===== src/rtl/bsd_pkg.sv =====
package bsd_pkg;

   typedef enum logic {
      FMT_TWOS   = 1'b0,
      FMT_OFFSET = 1'b1
   } sample_fmt_e;

   typedef enum logic {
      ORDER_ONE = 1'b0,
      ORDER_TWO = 1'b1
   } shaper_order_e;

endpackage


===== src/rtl/bsd_rate_gen.sv =====
module bsd_rate_gen #(
   parameter int OSR_MIN = 32,
   parameter int OSR_MAX = 256,
   parameter int OSR_W   = 9
) (
   input  logic             clk,
   input  logic             rst,
   input  logic [OSR_W-1:0] osr_i,
   output logic             tick_o
);

   localparam logic [OSR_W-1:0] LIM_LO = OSR_W'(OSR_MIN);
   localparam logic [OSR_W-1:0] LIM_HI = OSR_W'(OSR_MAX);

   logic [OSR_W-1:0] osr_eff;
   logic [OSR_W-1:0] cnt_q;

   always_comb begin
      if (osr_i < LIM_LO)      osr_eff = LIM_LO;
      else if (osr_i > LIM_HI) osr_eff = LIM_HI;
      else                     osr_eff = osr_i;
   end

   always_ff @(posedge clk) begin
      if (rst) begin
         cnt_q <= '0;
      end else if (cnt_q >= osr_eff - OSR_W'(1)) begin
         cnt_q <= '0;
      end else begin
         cnt_q <= cnt_q + OSR_W'(1);
      end
   end

   assign tick_o = (cnt_q == '0);

   // a request never lasts two cycles in a row (period is at least OSR_MIN)
   assert_ready_single_R2 : assert property (@(posedge clk) disable iff (rst)
      tick_o |=> !tick_o);

endmodule


===== src/rtl/bsd_sample_hold.sv =====
module bsd_sample_hold
   import bsd_pkg::*;
#(
   parameter int DW = 32
) (
   input  logic                 clk,
   input  logic                 rst,
   input  sample_fmt_e          fmt_i,
   input  logic                 take_i,
   input  logic [DW-1:0]        data_i,
   output logic signed [DW-1:0] x_o
);

   logic [DW-1:0] signed_form;
   logic [DW-1:0] x_q;

   always_comb begin
      signed_form = data_i;
      if (fmt_i == FMT_OFFSET) begin
         signed_form[DW-1] = ~data_i[DW-1];
      end
   end

   always_ff @(posedge clk) begin
      if (rst) begin
         x_q <= '0;
      end else if (take_i) begin
         x_q <= signed_form;
      end
   end

   assign x_o = $signed(x_q);

   // without a transfer the held sample stays put
   assert_hold_R4 : assert property (@(posedge clk) disable iff (rst)
      !take_i |=> $stable(x_q));

endmodule


===== src/rtl/bsd_shaper.sv =====
module bsd_shaper
   import bsd_pkg::*;
#(
   parameter int DW         = 32,
   parameter int GUARD      = 4,
   parameter bit HAS_ORDER2 = 1'b1
) (
   input  logic                 clk,
   input  logic                 rst,
   input  shaper_order_e        order_i,
   input  logic signed [DW-1:0] x_i,
   output logic                 bit_o
);

   localparam int IW = DW + GUARD;
   localparam int SW = IW + 2;
   localparam logic signed [SW-1:0] FB_POS = SW'(1) <<< (DW - 1);
   localparam logic signed [SW-1:0] FB_NEG = -FB_POS;
   localparam logic signed [SW-1:0] SAT_HI = (SW'(1) <<< (IW - 1)) - SW'(1);
   localparam logic signed [SW-1:0] SAT_LO = -(SW'(1) <<< (IW - 1));

   function automatic logic signed [IW-1:0] clip(input logic signed [SW-1:0] v);
      if (v > SAT_HI)      return SAT_HI[IW-1:0];
      else if (v < SAT_LO) return SAT_LO[IW-1:0];
      else                 return v[IW-1:0];
   endfunction

   logic signed [IW-1:0] i1_q, i1_n;
   logic signed [SW-1:0] x_w, fb_w, i1_w, s1;
   logic                 dac_q, dac_n;

   assign x_w  = SW'(x_i);
   assign i1_w = SW'(i1_q);
   assign fb_w = dac_q ? FB_POS : FB_NEG;
   assign s1   = i1_w + x_w - fb_w;
   assign i1_n = clip(s1);

   always_ff @(posedge clk) begin
      if (rst) begin
         i1_q  <= '0;
         dac_q <= 1'b0;
      end else begin
         i1_q  <= i1_n;
         dac_q <= dac_n;
      end
   end

   generate
      if (HAS_ORDER2) begin : g_two
         logic signed [IW-1:0] i2_q, i2_n;
         logic signed [SW-1:0] s2;

         assign s2   = SW'(i2_q) + i1_w - fb_w;
         assign i2_n = (order_i == ORDER_TWO) ? clip(s2) : '0;
         assign dac_n = (order_i == ORDER_TWO) ? ~i2_n[IW-1] : ~i1_n[IW-1];

         always_ff @(posedge clk) begin
            if (rst) i2_q <= '0;
            else     i2_q <= i2_n;
         end

         // first-order operation leaves the second stage empty
         assert_order1_clear_R7 : assert property (@(posedge clk) disable iff (rst)
            (order_i == ORDER_ONE) |=> (i2_q == '0));
      end else begin : g_one
         assign dac_n = ~i1_n[IW-1];
      end
   endgenerate

   assign bit_o = dac_q;

   // non-negative state plus non-negative input and negative feedback cannot turn negative
   assert_no_wrap_R8 : assert property (@(posedge clk) disable iff (rst)
      (!i1_q[IW-1] && !x_i[DW-1] && !dac_q) |=> !i1_q[IW-1]);

   // a negative state with negative input and positive feedback stays negative
   assert_no_wrap_neg_R8 : assert property (@(posedge clk) disable iff (rst)
      (i1_q[IW-1] && x_i[DW-1] && dac_q) |=> i1_q[IW-1]);

endmodule


===== src/rtl/bitstream_dac.sv =====
module bitstream_dac
   import bsd_pkg::*;
#(
   parameter int DW         = 32,
   parameter int GUARD      = 4,
   parameter int OSR_MIN    = 32,
   parameter int OSR_MAX    = 256,
   parameter bit HAS_ORDER2 = 1'b1,
   localparam int OSR_W     = $clog2(OSR_MAX + 1)
) (
   input  logic             clk,
   input  logic             rst,
   input  logic             cfg_order2,
   input  logic             cfg_offset_bin,
   input  logic [OSR_W-1:0] cfg_osr,
   input  logic             s_valid,
   input  logic [DW-1:0]    s_data,
   output logic             s_ready,
   output logic             dac_bit
);

   generate
      if (DW < 8) begin : g_bad_dw
         $error("bitstream_dac: DW must be at least 8");
      end
      if (GUARD < 2) begin : g_bad_guard
         $error("bitstream_dac: GUARD needs at least 2 bits");
      end
      if (OSR_MIN < 2 || OSR_MAX < OSR_MIN) begin : g_bad_osr
         $error("bitstream_dac: oversampling range is invalid");
      end
   endgenerate

   sample_fmt_e          fmt;
   shaper_order_e        order;
   logic                 take;
   logic signed [DW-1:0] x_cur;

   assign fmt   = cfg_offset_bin ? FMT_OFFSET : FMT_TWOS;
   assign order = cfg_order2 ? ORDER_TWO : ORDER_ONE;
   assign take  = s_valid && s_ready;

   bsd_rate_gen #(
      .OSR_MIN (OSR_MIN),
      .OSR_MAX (OSR_MAX),
      .OSR_W   (OSR_W)
   ) u_rate (
      .clk    (clk),
      .rst    (rst),
      .osr_i  (cfg_osr),
      .tick_o (s_ready)
   );

   bsd_sample_hold #(
      .DW (DW)
   ) u_hold (
      .clk    (clk),
      .rst    (rst),
      .fmt_i  (fmt),
      .take_i (take),
      .data_i (s_data),
      .x_o    (x_cur)
   );

   bsd_shaper #(
      .DW         (DW),
      .GUARD      (GUARD),
      .HAS_ORDER2 (HAS_ORDER2)
   ) u_shape (
      .clk     (clk),
      .rst     (rst),
      .order_i (order),
      .x_i     (x_cur),
      .bit_o   (dac_bit)
   );

   // first cycle out of reset shows the cleared state
   assert_reset_state_R1 : assert property (@(posedge clk) disable iff (rst)
      $past(rst) |-> (!dac_bit && s_ready));

endmodule


===== config.mk =====
export PLATFORM = sky130hd
export DESIGN_NAME = bitstream_dac
export DESIGN_NICKNAME = d
export VERILOG_FILES = /design/src/rtl/bsd_pkg.sv /design/src/rtl/bsd_rate_gen.sv /design/src/rtl/bsd_sample_hold.sv /design/src/rtl/bsd_shaper.sv /design/src/rtl/bitstream_dac.sv
export SDC_FILE = /design/constraint.sdc
export NUM_CORES = 1
export LEC_CHECK = 0
export ABC_AREA = 1
export CAP_MARGIN = 30
export CORE_MARGIN = 3
export CORE_UTILIZATION = 45
export DETAILED_ROUTE_END_ITERATION = 10
export PLACE_DENSITY = 0.67
export SYNTH_ARGS = -nofsm -noshare
export SYNTH_HDL_FRONTEND = slang
export SYNTH_SLANG_ARGS = --single-unit
export TNS_END_PERCENT = 100

===== constraint.sdc =====
create_clock -name clk -period 5.3 [get_ports clk]
set_input_delay 1.06 -clock clk [delete_from_list [all_inputs] [get_ports clk]]
set_output_delay 1.06 -clock clk [all_outputs]
set_load 0.02 [all_outputs]

==> flow_metrics.env, run 1 <==
export IMPL_antenna_left=0
export IMPL_synth_edff_count=0
export IMPL_clock_path_buffers=2
export IMPL_first_iter_violations=595
export IMPL_critPathArrivalTime_ns=5.01
export IMPL_crit_path_end_kind="register"
export IMPL_synth_cell_area_mm2=0.00869
export IMPL_switching_share_pct=49.3
export IMPL_synthTopCellsByCount="nand2_1 (332), nor2_1 (164), inv_1 (125), dfxtp_1 (114), a21oi_1 (97)"
export IMPL_row_count=50
export IMPL_p_comb_share_pct=61.1
export IMPL_max_slew_margin_pct=46.5
export IMPL_tns_ns=0
export IMPL_cap_viol_max_count=0
export IMPL_grtUsageTotal_pct=22.6
export IMPL_rsz0062_at_grt="no"
export IMPL_ys_seq_area_share_pct=26.3
export IMPL_fin_crit_ns=4.71
export IMPL_synthFlopType="dfxtp_1"
export IMPL_status="finished clean"
export IMPL_critPathKind="reg -> reg"
export IMPL_synth_most_common_cell="nand2_1"
export IMPL_min_path_type="reg -> reg"
export IMPL_diodes=0
export IMPL_dp_hpwl_um=18000
export IMPL_clkSinkCount=114
export IMPL_fmaxAchievable_mhz=213
export IMPL_async_reset_ff_share_pct=0
export IMPL_fp_dieW_um=145
export IMPL_p_leak_nw=5.04
export IMPL_rr_endpoint="u_shape.i1_q[0]"
export IMPL_cts_tree="built"
export IMPL_core_mm2=0.0188
export IMPL_critical_path_endpoint="u_shape.i1_q[0]"
export IMPL_yosys_area_top_type="dfxtp_1"
export IMPL_grt_ovfl_total=0
export IMPL_synth_fp_nets=1422
export IMPL_multi_input_area_mm2=0.00575
export IMPL_finalHoldWorstSlack_ns=0.475
export IMPL_power_frac_clock_pct=18.2
export IMPL_post_cts_buffers=0
export IMPL_grt_first_pass_wirelength_um=39000
export IMPL_nNetsFinal=1467
export IMPL_firstDrtPassIters=7
export IMPL_yosys_warnings=0
export IMPL_rrSetupSlack_ns=0.59
export IMPL_hold_path_startpoint="u_rate.cnt_q[0]"
export IMPL_startpoint_type="register"
export IMPL_worst_path_max_fanout=33
export IMPL_required_ns=5.61
export IMPL_gp_congestion=0.960
export IMPL_root_buffer="clkbuf_16"
export IMPL_ys_types=46
export IMPL_fin_crit_sh_pct=88.8
export IMPL_area_delta_synth_final_pct=14.4
export IMPL_wl_per_cell_um=14.7
export IMPL_tightest_slew_ns=0.799
export IMPL_nFillCells=1863
export IMPL_cts_resized=0
export IMPL_synth_cells=1278
export IMPL_clkTransAtPathRegs_ns=0.06
export IMPL_p_seq_share_pct=20.7
export IMPL_seq_area_mm2=0.00228
export IMPL_synth_area_per_cell_um2=6.80
export IMPL_maxSlewViolCount=0
export IMPL_route_detailed_drc=0
export IMPL_boundaryPins=48
export IMPL_setup_violations=0
export IMPL_ir_drop_mv=0.438
export IMPL_p_int_w=0.00337
export IMPL_antenna_found_initial=0
export IMPL_grt_pass1_vias=8014
export IMPL_drive_gt1_share_pct=5.31
export IMPL_portBuffers=47
export IMPL_crit_path_start="u_hold.x_o[0]"
export IMPL_die_h_um=145
export IMPL_initial_utilization_pct=46.2
export IMPL_synth_top_area_share_pct=26.3
export IMPL_dieArea_mm2=0.0210
export IMPL_clk_latency_ns=0.42
export IMPL_grt_start_max_net_pins=36
export IMPL_h_tree_depth=4
export IMPL_viasPerCell=5.16
export IMPL_synthTopCellsByArea="dfxtp_1 (26%), nand2_1 (14%), ha_1 (14%)"
export IMPL_p_sw_w=0.00327
export IMPL_finalHoldViolCount=0
export IMPL_finClkSkew_ns=0.00838
export IMPL_numCtsBuffers=17
export IMPL_wirelength_um=23400
export IMPL_dr_total_vias=8229
export IMPL_cts_hold_buf=0
export IMPL_ys_seq_elements=114
export IMPL_reg2regPathDepth=20
export IMPL_crit_reg2reg_launch="u_hold.x_o[0]"
export IMPL_pwr_density_cell_mw_per_mm2=667
[placed cells by master, fill, tap and decap left out, drive strengths merged, types with 6 or more instances in the layout]
master / instances
dfxtp: 114
nand3: 80
o21bai: 8
clkdlybuf4s50: 47
o21ai: 69
a21oi: 98
ha: 94
clkbuf: 20
nor2: 167
nand2: 344
xor2: 53
inv: 126
clkinvlp: 6
xnor2: 23
a21o: 8
nor3: 18
a31oi: 6
[worst max-delay path, stage by stage, from the launching register on]
cell      delay [ns]
dfxtp_1         0.34
ha_1            0.17
inv_1           0.06
fa_1            0.42
o21ai_2         0.27
nand2_1         0.09
nand2_1         0.13
nand3_1         0.09
nand2_1         0.14
nand2_1         0.10
o21ai_1         0.24
a21oi_1         0.17
xnor2_1         0.20
fa_1            0.44
a21oi_1         0.14
o21bai_1        0.10
a2111o_1        0.36
o21ai_0         0.16
nand2_2         0.55
nand2_1         0.31
nor2_1          0.08
[metal layers]
metal | share of wire (%) | global-route usage, % | wire length [um]
met1 | 46 | 29.3 | 10700
met2 | 47 | 38.2 | 11000
met3 | 4.8 | 4.09 | 1130
met4 | 2.3 | 7.03 | 530
met5 | 0 | 0 | 0
[kinds of logic (layout without fill, tap and decap cells)]
group | after synthesis | in the layout | share of synthesized area [%]
simple gates | 625 | 625 | 30.3
flops | 114 | 114 | 26.3
compound gates | 214 | 214 | 13.8
buf+inv | 151 | 209 | 7.57
xor+xnor | 76 | 76 | 7.66
fa+ha+maj | 98 | 98 | 14.5
[power groups by stage]
stage          Sequential [W]  Combinational (W)  Clock, W
3_5_place_dp          0.00139            0.00401         0
5_1_grt               0.00139            0.00462   0.00127
4_1_cts               0.00138            0.00405   0.00123
2_1_floorplan         0.00131            0.00333         0
6_report              0.00137            0.00405   0.00121
3_3_place_gp          0.00139            0.00395         0
[final cells by class]
| type | count | share of cell area [%] |
|---|---|---|
| tap | 260 | 3.27 |
| sequential | 114 | 22.9 |
| inverter | 126 | 4.75 |
| clock buffer | 20 | 4.59 |
| clock inverter | 12 | 1.58 |
| multi-input combinational | 1013 | 57.8 |
| timing repair buffer | 51 | 5.03 |
[metrics by stage]
step / area, um2 / worst slack, ns / instances / total power (W) / utilization (%)
5_1_grt: 9950 / 0.163 / 1596 / 0.00728 / 52.8
6_report: 9950 / 0.595 / 1596 / 0.00664 / 52.8
4_1_cts: 9950 / 0.580 / 1596 / 0.00665 / 52.8
3_3_place_gp: 9330 / 0.817 / 1564 / 0.00534 / 49.6
2_1_floorplan: 8690 / 1.56 / 1278 / 0.00464 / -
3_5_place_dp: 9330 / 0.630 / 1564 / 0.00541 / 49.6
[flip-flops by register name, indices dropped and copies added (netlist names)]
register,flops
u_shape.i1_q,36
u_hold.x_o,32
u_shape.bit_o,1
u_rate.cnt_q,9
u_shape.g_two.i2_q,36
[worst min-delay path by stage]
| stage | to | depth (start not counted) | slack, ns |
|---|---|---|---|
| after floorplan | u_rate.cnt_q[0] | 1 | 0.43 |
| after global placement | u_rate.cnt_q[0] | 1 | 0.45 |
| after detailed placement | u_rate.cnt_q[0] | 1 | 0.46 |
| after CTS | u_rate.cnt_q[0] | 1 | 0.48 |
| after global routing | u_rate.cnt_q[0] | 1 | 0.49 |
| final | u_rate.cnt_q[0] | 1 | 0.47 |
No activity file was read; power rests on OpenSTA's default activity.
==> inputs of run 2 (changes only) <==
CTS_CLUSTER_SIZE = 20   (was default)
GPL_TIMING_DRIVEN = 0   (was default)
==> run 2 against run 1 <==
  * Count of clock-buffer cells in the layout up 2
  * Sequential power barely moved
  * Clock skew rose by 0.00096 ns
  * Maximum frequency fell by 3.0%
  * Cell count increased by 1.3%
  * Sequential share of layout area shrank 0.31 points
  * Combinational power increased by 6.7%
  * Die area stayed put
  * Utilization up 0.73 points
  * Clock power about the same
  * Register-to-register slack got worse by 0.15 ns
  * Critical path type unchanged
  * Critical endpoint is now u_shape.i1_q[13]
  * Largest power group unchanged
==> flow_metrics.env, run 2 (synthesized netlist as in run 1, its figures left out) <==
export IMPL_cap_viol_max_count=0
export IMPL_firstDrtPassIters=8
export IMPL_tightest_slew_ns=0.788
export IMPL_min_path_type="reg -> reg"
export IMPL_clkSinkCount=114
export IMPL_critPathKind="reg -> reg"
export IMPL_drive_gt1_share_pct=5.82
export IMPL_dieArea_mm2=0.0210
export IMPL_maxSlewViolCount=0
export IMPL_die_h_um=145
export IMPL_boundaryPins=48
export IMPL_grt_ovfl_total=0
export IMPL_fin_crit_sh_pct=91.6
export IMPL_core_mm2=0.0188
export IMPL_cts_hold_buf=0
export IMPL_grt_first_pass_wirelength_um=38800
export IMPL_nNetsFinal=1488
export IMPL_cts_resized=0
export IMPL_tns_ns=0
export IMPL_gp_congestion=0.875
export IMPL_startpoint_type="register"
export IMPL_finClkSkew_ns=0.00934
export IMPL_mostFrequentLayoutCell="nand2_1"
export IMPL_antenna_left=0
export IMPL_final_cell_mix="nand2_1 (332), nor2_1 (164), inv_1 (125)"
export IMPL_row_count=50
export IMPL_antenna_found_initial=0
export IMPL_cts_tree="built"
export IMPL_required_ns=5.60
export IMPL_fmaxAchievable_mhz=206
export IMPL_p_leak_nw=5.13
export IMPL_dp_hpwl_um=18900
export IMPL_ir_drop_mv=0.274
export IMPL_numCtsBuffers=17
export IMPL_area_delta_synth_final_pct=16.0
export IMPL_power_w=0.00688
export IMPL_setup_violations=0
export IMPL_crit_path_end_kind="register"
export IMPL_wirelength_um=23600
export IMPL_diodes=0
export IMPL_finalHoldViolCount=0
export IMPL_post_cts_buffers=0
export IMPL_rsz0062_at_grt="no"
export IMPL_fin_crit_ns=4.85
export IMPL_initial_utilization_pct=46.2
export IMPL_fp_dieW_um=145
export IMPL_viasPerCell=5.12
export IMPL_route_detailed_drc=0
export IMPL_grt_pass1_vias=7994
export IMPL_grt_start_max_net_pins=17
export IMPL_portBuffers=47
export IMPL_clock_path_buffers=2
export IMPL_critPathArrivalTime_ns=5.16
export IMPL_clkTransAtPathRegs_ns=0.05
export IMPL_wl_per_cell_um=14.6
export IMPL_root_buffer="clkbuf_16"
export IMPL_max_slew_margin_pct=47.5
export IMPL_dr_total_vias=8272
export IMPL_status="finished clean"
export IMPL_worst_path_max_fanout=10
export IMPL_h_tree_depth=4
export IMPL_pwr_density_cell_mw_per_mm2=682
export IMPL_clk_latency_ns=0.43
export IMPL_grtUsageTotal_pct=22.6
export IMPL_first_iter_violations=404
-- run 2: worst max-delay path, cell delays in order (launching register included) --
cell and delay, ns:
dfxtp_1 0.34, ha_1 0.18, inv_1 0.06, fa_1 0.42, o21ai_2 0.36, nand2_1 0.09, nand2_1 0.14, nand3_1 0.09
nand2_1 0.15, nand2_1 0.10, o21ai_1 0.28, a21oi_1 0.20, xnor2_1 0.22, fa_1 0.45, a21oi_1 0.16, o21bai_1 0.11
a2111o_1 0.36, o21ai_0 0.24, inv_1 0.28, nand3_4 0.23, buf_6 0.18, nand2_1 0.08
-- run 2: per-layer routing --
layer | wire length (um) | GRT usage, % | up-vias | part of all wire [%]
met4 | 375 | 5.99 | 0 | 1.6
met2 | 11000 | 38.2 | 170 | 47
met1 | 11400 | 30.3 | 3756 | 48
li1 | - | - | 4320 | -
met5 | 0 | 0 | - | 0
met3 | 858 | 3.22 | 26 | 3.6
-- run 2: final cells by class --
type,count,area (um2)
buffer,25,185
clock buffer,22,464
clock inverter,10,133
fill,1910,8740
inverter,126,473
multi-input combinational,1013,5750
sequential,114,2280
tap,260,325
timing repair buffer,47,470
-- run 2: report_power, final --
part | switching, W | total [W] | internal [W]
Sequential | 0.000193 | 0.00137 | 0.00118
Clock | 0.000426 | 0.00119 | 0.000760
Combinational | 0.00272 | 0.00432 | 0.00160
-- run 2: path summary, 6_finish.rpt --
check,endpoint,slack (ns),from,cells past startpoint
setup / recovery,u_shape.i1_q[13],0.45,u_shape.i1_q[0],21
hold / removal,u_rate.cnt_q[0],0.46,u_rate.cnt_q[0],1
setup reg to reg,u_shape.i1_q[13],0.45,u_shape.i1_q[0],21
hold reg to reg,u_rate.cnt_q[0],0.46,u_rate.cnt_q[0],1
-- run 2: metrics by stage --
stage | worst slack (ns) | util (%) | hold slack [ns] | std cells | cell area, um2
detailed placement | 0.514 | 50.4 | 0.450 | 1585 | 9490
global placement | 0.555 | 50.4 | 0.442 | 1585 | 9490
finish | 0.448 | 53.6 | 0.464 | 1617 | 10100
CTS | 0.451 | 53.6 | 0.464 | 1617 | 10100
global route | 0.172 | 53.6 | 0.499 | 1617 | 10100
floorplan | 1.56 | - | 0.430 | 1278 | 8690
